--- config.mk ---
export PLATFORM = sky130hd
export DESIGN_NAME = wbufTop
export DESIGN_NICKNAME = d
export VERILOG_FILES = /design/src/rtl/wbufPkg.sv /design/src/rtl/wbufCtrl.sv /design/src/rtl/wbufDatapath.sv /design/src/rtl/wbufTop.sv
export SDC_FILE = /design/constraint.sdc
export NUM_CORES = 2
export LEC_CHECK = 0
export ABC_CLOCK_PERIOD_IN_PS = 4100
export BUFFER_PORTS_ARGS = -buffer_cell sky130_fd_sc_hd__clkbuf_2
export CAP_MARGIN = 5
export CORE_ASPECT_RATIO = 0.75
export CORE_MARGIN = 10
export CORE_UTILIZATION = 55
export CTS_BUF_LIST = sky130_fd_sc_hd__clkbuf_16
export DETAILED_ROUTE_END_ITERATION = 10
export PLACE_DENSITY_LB_ADDON = 0.15
export SLEW_MARGIN = 20
export SYNTH_ARGS = -nofsm -noshare
export SYNTH_HDL_FRONTEND = slang
export SYNTH_HIERARCHICAL = 1
export SYNTH_SLANG_ARGS = --single-unit
--- constraint.sdc ---
create_clock -name clk -period 4.1 [get_ports clk]
set_clock_uncertainty 0.2 [all_clocks]
set_input_delay 1.23 -clock clk [delete_from_list [all_inputs] [get_ports clk]]
set_output_delay 1.23 -clock clk [all_outputs]
set_load 0.05 [all_outputs]
--- src/rtl/wbufPkg.sv ---
package wbufPkg;

  // Strobes the control half hands to the datapath each cycle.
  typedef struct packed {
    logic push;       // shift queue: new write enters newest slot
    logic commit;     // oldest slot drains into the array this edge
    logic newValid;   // newest slot holds a pending write
    logic oldValid;   // oldest slot holds a pending write
    logic rdLoad;     // first read stage captures merged data
    logic rdAdvance;  // second read stage captures first stage
    logic outSecond;  // drive port from second stage (normal latency)
  } wbStrobe_t;

endpackage

--- src/rtl/wbufCtrl.sv ---
module wbufCtrl
  import wbufPkg::*;
(
  input  logic      clk,
  input  logic      rstN,
  input  logic      wrEnN,
  input  logic      rdEnN,
  input  logic      legacyMode,
  output wbStrobe_t strobe,
  output logic      rdValid
);

  logic newValidQ;
  logic oldValidQ;
  logic stage1Q;
  logic stage2Q;
  logic accept;

  assign accept = ~wrEnN;

  always_ff @(posedge clk) begin
    if (!rstN) begin
      newValidQ <= 1'b0;
      oldValidQ <= 1'b0;
      stage1Q   <= 1'b0;
      stage2Q   <= 1'b0;
    end else begin
      if (accept) begin
        oldValidQ <= newValidQ;
        newValidQ <= 1'b1;
      end
      stage1Q <= ~rdEnN;
      stage2Q <= stage1Q & ~legacyMode;
    end
  end

  always_comb begin
    strobe.push      = accept;
    strobe.commit    = accept & oldValidQ;
    strobe.newValid  = newValidQ;
    strobe.oldValid  = oldValidQ;
    strobe.rdLoad    = ~rdEnN;
    strobe.rdAdvance = stage1Q;
    strobe.outSecond = ~legacyMode;
  end

  assign rdValid = legacyMode ? stage1Q : stage2Q;

endmodule

--- src/rtl/wbufDatapath.sv ---
module wbufDatapath
  import wbufPkg::*;
#(
  parameter int ADDR_W     = 4,
  parameter int BEAT_BYTES = 2,
  parameter int BEATS      = 4
) (
  input  logic                          clk,
  input  logic                          rstN,
  input  wbStrobe_t                     strobe,
  input  logic [ADDR_W-1:0]             wrAddr,
  input  logic [BEATS*BEAT_BYTES*8-1:0] wrData,
  input  logic [BEATS*BEAT_BYTES-1:0]   wrMask,
  input  logic [ADDR_W-1:0]             rdAddr,
  output logic [BEATS*BEAT_BYTES*8-1:0] rdData
);

  localparam int LANES = BEATS * BEAT_BYTES;
  localparam int DW    = LANES * 8;
  localparam int DEPTH = 1 << ADDR_W;

  logic [7:0]        mem [DEPTH][LANES];

  logic [ADDR_W-1:0] newAddr, oldAddr;
  logic [DW-1:0]     newData, oldData;
  logic [LANES-1:0]  newMask, oldMask;

  logic              newHit, oldHit;
  logic [DW-1:0]     merged;
  logic [DW-1:0]     stage1Data, stage2Data;

  // Two-deep pending queue; shifts only on an accepted write.
  always_ff @(posedge clk) begin
    if (!rstN) begin
      newAddr <= '0;
      oldAddr <= '0;
      newData <= '0;
      oldData <= '0;
      newMask <= '0;
      oldMask <= '0;
    end else if (strobe.push) begin
      oldAddr <= newAddr;
      oldData <= newData;
      oldMask <= newMask;
      newAddr <= wrAddr;
      newData <= wrData;
      newMask <= wrMask;
    end
  end

  // Storage array, byte-wise commit of the entry leaving the queue.
  always_ff @(posedge clk) begin
    if (!rstN) begin
      for (int a = 0; a < DEPTH; a++) begin
        for (int l = 0; l < LANES; l++) begin
          mem[a][l] <= 8'h00;
        end
      end
    end else if (strobe.commit) begin
      for (int l = 0; l < LANES; l++) begin
        if (oldMask[l]) begin
          mem[oldAddr][l] <= oldData[l*8 +: 8];
        end
      end
    end
  end

  assign newHit = strobe.newValid && (newAddr == rdAddr);
  assign oldHit = strobe.oldValid && (oldAddr == rdAddr);

  // Per-byte forwarding: newest entry, then older entry, then array.
  for (genvar l = 0; l < LANES; l++) begin : g_lane
    logic [7:0] laneOut;
    assign laneOut = (newHit && newMask[l]) ? newData[l*8 +: 8] :
                     (oldHit && oldMask[l]) ? oldData[l*8 +: 8] :
                                              mem[rdAddr][l];
    assign merged[l*8 +: 8] = laneOut;
  end

  always_ff @(posedge clk) begin
    if (!rstN) begin
      stage1Data <= '0;
      stage2Data <= '0;
    end else begin
      if (strobe.rdLoad)    stage1Data <= merged;
      if (strobe.rdAdvance) stage2Data <= stage1Data;
    end
  end

  assign rdData = strobe.outSecond ? stage2Data : stage1Data;

endmodule

--- src/rtl/wbufTop.sv ---
module wbufTop
  import wbufPkg::*;
#(
  parameter int ADDR_W     = 4,
  parameter int BEAT_BYTES = 2,
  parameter int BEATS      = 4
) (
  input  logic                          clk,
  input  logic                          rstN,
  input  logic                          legacyMode,
  input  logic                          wrEnN,
  input  logic [ADDR_W-1:0]             wrAddr,
  input  logic [BEATS*BEAT_BYTES*8-1:0] wrData,
  input  logic [BEATS*BEAT_BYTES-1:0]   wrMask,
  input  logic                          rdEnN,
  input  logic [ADDR_W-1:0]             rdAddr,
  output logic [BEATS*BEAT_BYTES*8-1:0] rdData,
  output logic                          rdValid
);

  wbStrobe_t strobe;

  wbufCtrl u_ctrl (
    .clk        (clk),
    .rstN       (rstN),
    .wrEnN      (wrEnN),
    .rdEnN      (rdEnN),
    .legacyMode (legacyMode),
    .strobe     (strobe),
    .rdValid    (rdValid)
  );

  wbufDatapath #(
    .ADDR_W     (ADDR_W),
    .BEAT_BYTES (BEAT_BYTES),
    .BEATS      (BEATS)
  ) u_dp (
    .clk    (clk),
    .rstN   (rstN),
    .strobe (strobe),
    .wrAddr (wrAddr),
    .wrData (wrData),
    .wrMask (wrMask),
    .rdAddr (rdAddr),
    .rdData (rdData)
  );

endmodule

==> metrics <==
max_slew headroom 22.8%; Adder-Cell Fraction of Synth Area 0%; cell mode on critical path clkbuf_2; Final Setup Violations 0; final setup TNS 0 ns; first-pass GRT wire length 239000 um; Syn. warnings 6; highest clock rate 264 MHz; worst-path cell chain clkbuf_2 > clkinv_2 > buf_12 > mux2_2 > clkbuf_2; Cell variety after synth 54; RSZ-0062 raised after global routing false; TritonCTS sink count 1308; max-cap check violation count 0; VDD IR max 0.000368 V; Tightest Hold Check Type reg2reg; simple-gate area share of the yosys netlist 14.1%; XOR/XNOR Fraction of Synth Area 0.119%; initial antenna violation count 9; slowest CP cell mux2_2; I/O pin cnt 150; initial cell density of the core 55.7%; EDFF count, synth 1024; R2R Path End u_dp/mem[3][29]; CTS Hold Bufs 0; hold wc startpoint u_dp/stage2Data[6]; DRT Pass-1 Iters 6; via count 36945; post-CTS sizing 0; share of cells above drive strength 1 20.3%; Arrival @ worst endpoint 2.35 ns; Pwr Density 441 mW/mm2; number of CTS-inserted buffers 131; Vias/cell 6.19; kind of critical path in2out; sequential fraction of the synthesis area 61.9%; die width 398 um; Critical Path Sink Type output port; min cycle time layout 3.78 ns; setup slack, reg-to-reg 1.00 ns; I/O Buffers 149; global-route usage over all layers 26.4%; cell row count 103; worst stage delay on the critical path 0.38 ns; final hold vios 0; commonest non-fill, non-tap cell in the layout edfxtp_1; Bufs and invs on worst path 4; number of global-route vias before repair 36360; worst hold stages 2; Final HPWL DP 108000 um; First DRT Iteration DRCs 4045; status finished, final reports clean; # H-tree levels 4; largest net degree at the start of global routing 155; root buf cell clkbuf_16; FF-to-FF path depth 4; Synth Flop Type edfxtp_1; register bit total from synthesis 1308; final cell count without fillers 5971; post-synthesis cell area 0.0588 mm2; WL/cell 26.9 um; FFs w/ async S/R, synth 0%; Placed Cells incl. Taps 5735; core box area 0.106 mm2; Chip Height 303 um; Skew-Pair Late Insertion Delay 0.75 ns; DRC Markers 0; P_leak 24.4 nW; clock slew at reported path FFs 0.06 ns; post-route ant nets 0; Mapped Avg Cell Area 13.7 um2; WHS Endpoint u_dp/stage2Data[6]; largest family of logic cells by synthesized area multiplexers; Slew Limit Fails 0; CTS tree yes; crit path launch type input port; clk buf depth 3; most frequent cells in the layout 1024 x edfxtp_1, 723 x and2_1, 359 x nor3_1; fin nets 4536; Reg-to-Reg Start u_dp/oldAddr[0]; Setup Fix Bufs, Post-CTS 0; synthesized net count 4369; final WL 160000 um; CP required 2.67 ns; complex-gate fraction of the synthesized area 4.88%; Synth Instances 4284; family with the most delay on the worst path buffers and inverters; Area Growth Syn to Fin 12.8%; mux contribution to synthesized area 15.8%; GPL Wtd Cong 0.867; period utilization 92.3%; CP max FO 38; die footprint 0.121 mm2; total gr overflow 0; Worst-Margin Slew 1.15 ns
[per-stage QoR]
stage	total power [mW]	hold WS [ns]	setup WS (ns)	utilization, %	area [um2]
3_3_place_gp	17.5	0.267	0.328	58.8	62100
2_1_floorplan	16.7	0.254	0.254	-	58800
5_1_grt	30.2	0.308	0.256	62.8	66400
4_1_cts	29.4	0.294	0.298	62.8	66400
3_5_place_dp	17.6	0.273	0.299	58.8	62100
6_report	29.3	0.289	0.316	62.8	66400
[cells in the mapped netlist, types with 4 or more instances]
library cell | count | share of area, %
a2111oi_0 | 13 | 0.19
a21oi_1 | 21 | 0.18
a221oi_1 | 51 | 0.76
a221oi_2 | 7 | 0.18
a22oi_1 | 7 | 0.089
a31oi_1 | 7 | 0.074
and2_1 | 723 | 7.7
and3_1 | 7 | 0.074
buf_1 | 20 | 0.13
buf_12 | 4 | 0.14
buf_2 | 39 | 0.33
buf_4 | 26 | 0.33
buf_6 | 5 | 0.096
buf_8 | 6 | 0.15
clkbuf_1 | 268 | 1.7
clkinv_1 | 16 | 0.10
dfxtp_1 | 284 | 9.7
edfxtp_1 | 1024 | 52
inv_1 | 24 | 0.15
mux2_2 | 64 | 1.2
mux2i_1 | 336 | 5.7
mux4_2 | 231 | 8.8
nand2_1 | 27 | 0.17
nand2b_1 | 31 | 0.33
nand3_1 | 32 | 0.27
nand4_1 | 7 | 0.074
nor2_1 | 331 | 2.1
nor2b_1 | 8 | 0.085
nor3_1 | 359 | 3.1
nor4_1 | 16 | 0.17
o2111a_1 | 38 | 0.73
o211ai_1 | 21 | 0.27
o21ai_0 | 134 | 1.1
o21bai_1 | 6 | 0.077
o22ai_1 | 8 | 0.085
o32a_1 | 38 | 0.65
o32ai_1 | 12 | 0.18
o41ai_1 | 4 | 0.060
xnor2_1 | 5 | 0.074
[worst register-to-register path: stages (launching register included)]
cell	delay, ns
dfxtp_1	0.57
nor2b_1	0.41
nand2_1	0.20
buf_4	0.36
o21ai_0	0.97
[registers in the layout, summed over array words and instances, names as in the netlist]
register	cells
u_ctrl/newValidQ	1
u_ctrl/oldValidQ	1
u_ctrl/stage1Q	1
u_ctrl/stage2Q	1
u_dp/mem	1024
u_dp/newAddr	4
u_dp/newData	64
u_dp/newMask	8
u_dp/oldAddr	4
u_dp/oldData	64
u_dp/oldMask	8
u_dp/stage1Data	64
u_dp/stage2Data	64
[how the worst max path moves through the flow]
stage	from	to	slack, ns	cells after the start
floorplan	legacyMode	rdData[10]	0.25	4
finish	legacyMode	rdData[61]	0.32	5
global route	legacyMode	rdData[56]	0.26	5
CTS	legacyMode	rdData[38]	0.30	5
global placement	legacyMode	rdData[36]	0.33	5
detailed placement	legacyMode	rdData[36]	0.30	5
[cells by family after synthesis]
group	after synthesis
AND/OR/NAND/NOR	1548
buffers and inverters	409
flip-flops	1308
XOR/XNOR	8
AO/OA/AOI/OAI	379
multiplexers	632
[cell type report]
cell class | count | area [um2]
tap | 1417 | 1770
sequential | 1308 | 36400
clock inverter | 93 | 712
antenna | 1 | 2.50
multi-input combinational | 2567 | 20600
clock buffer | 142 | 3550
timing repair buffer | 403 | 3100
inverter | 40 | 171
fill | 7865 | 39300
[per-layer routing]
layer	up-vias	part of all wire [%]	track usage (%)
met4	8	2.5	7.68
met2	1788	43	37.9
li1	16386	-	-
met1	18518	43	38.2
met5	-	0.027	0
met3	245	12	8.74
[report_power, final]
part	leakage (nW)	switching, mW	internal, mW
combinational	9.21	1.36	0.905
sequential	12.9	0.358	14.7
clock	2.22	5.01	6.92
total	24.4	6.72	22.5
Power figures use the tool's default switching activity.
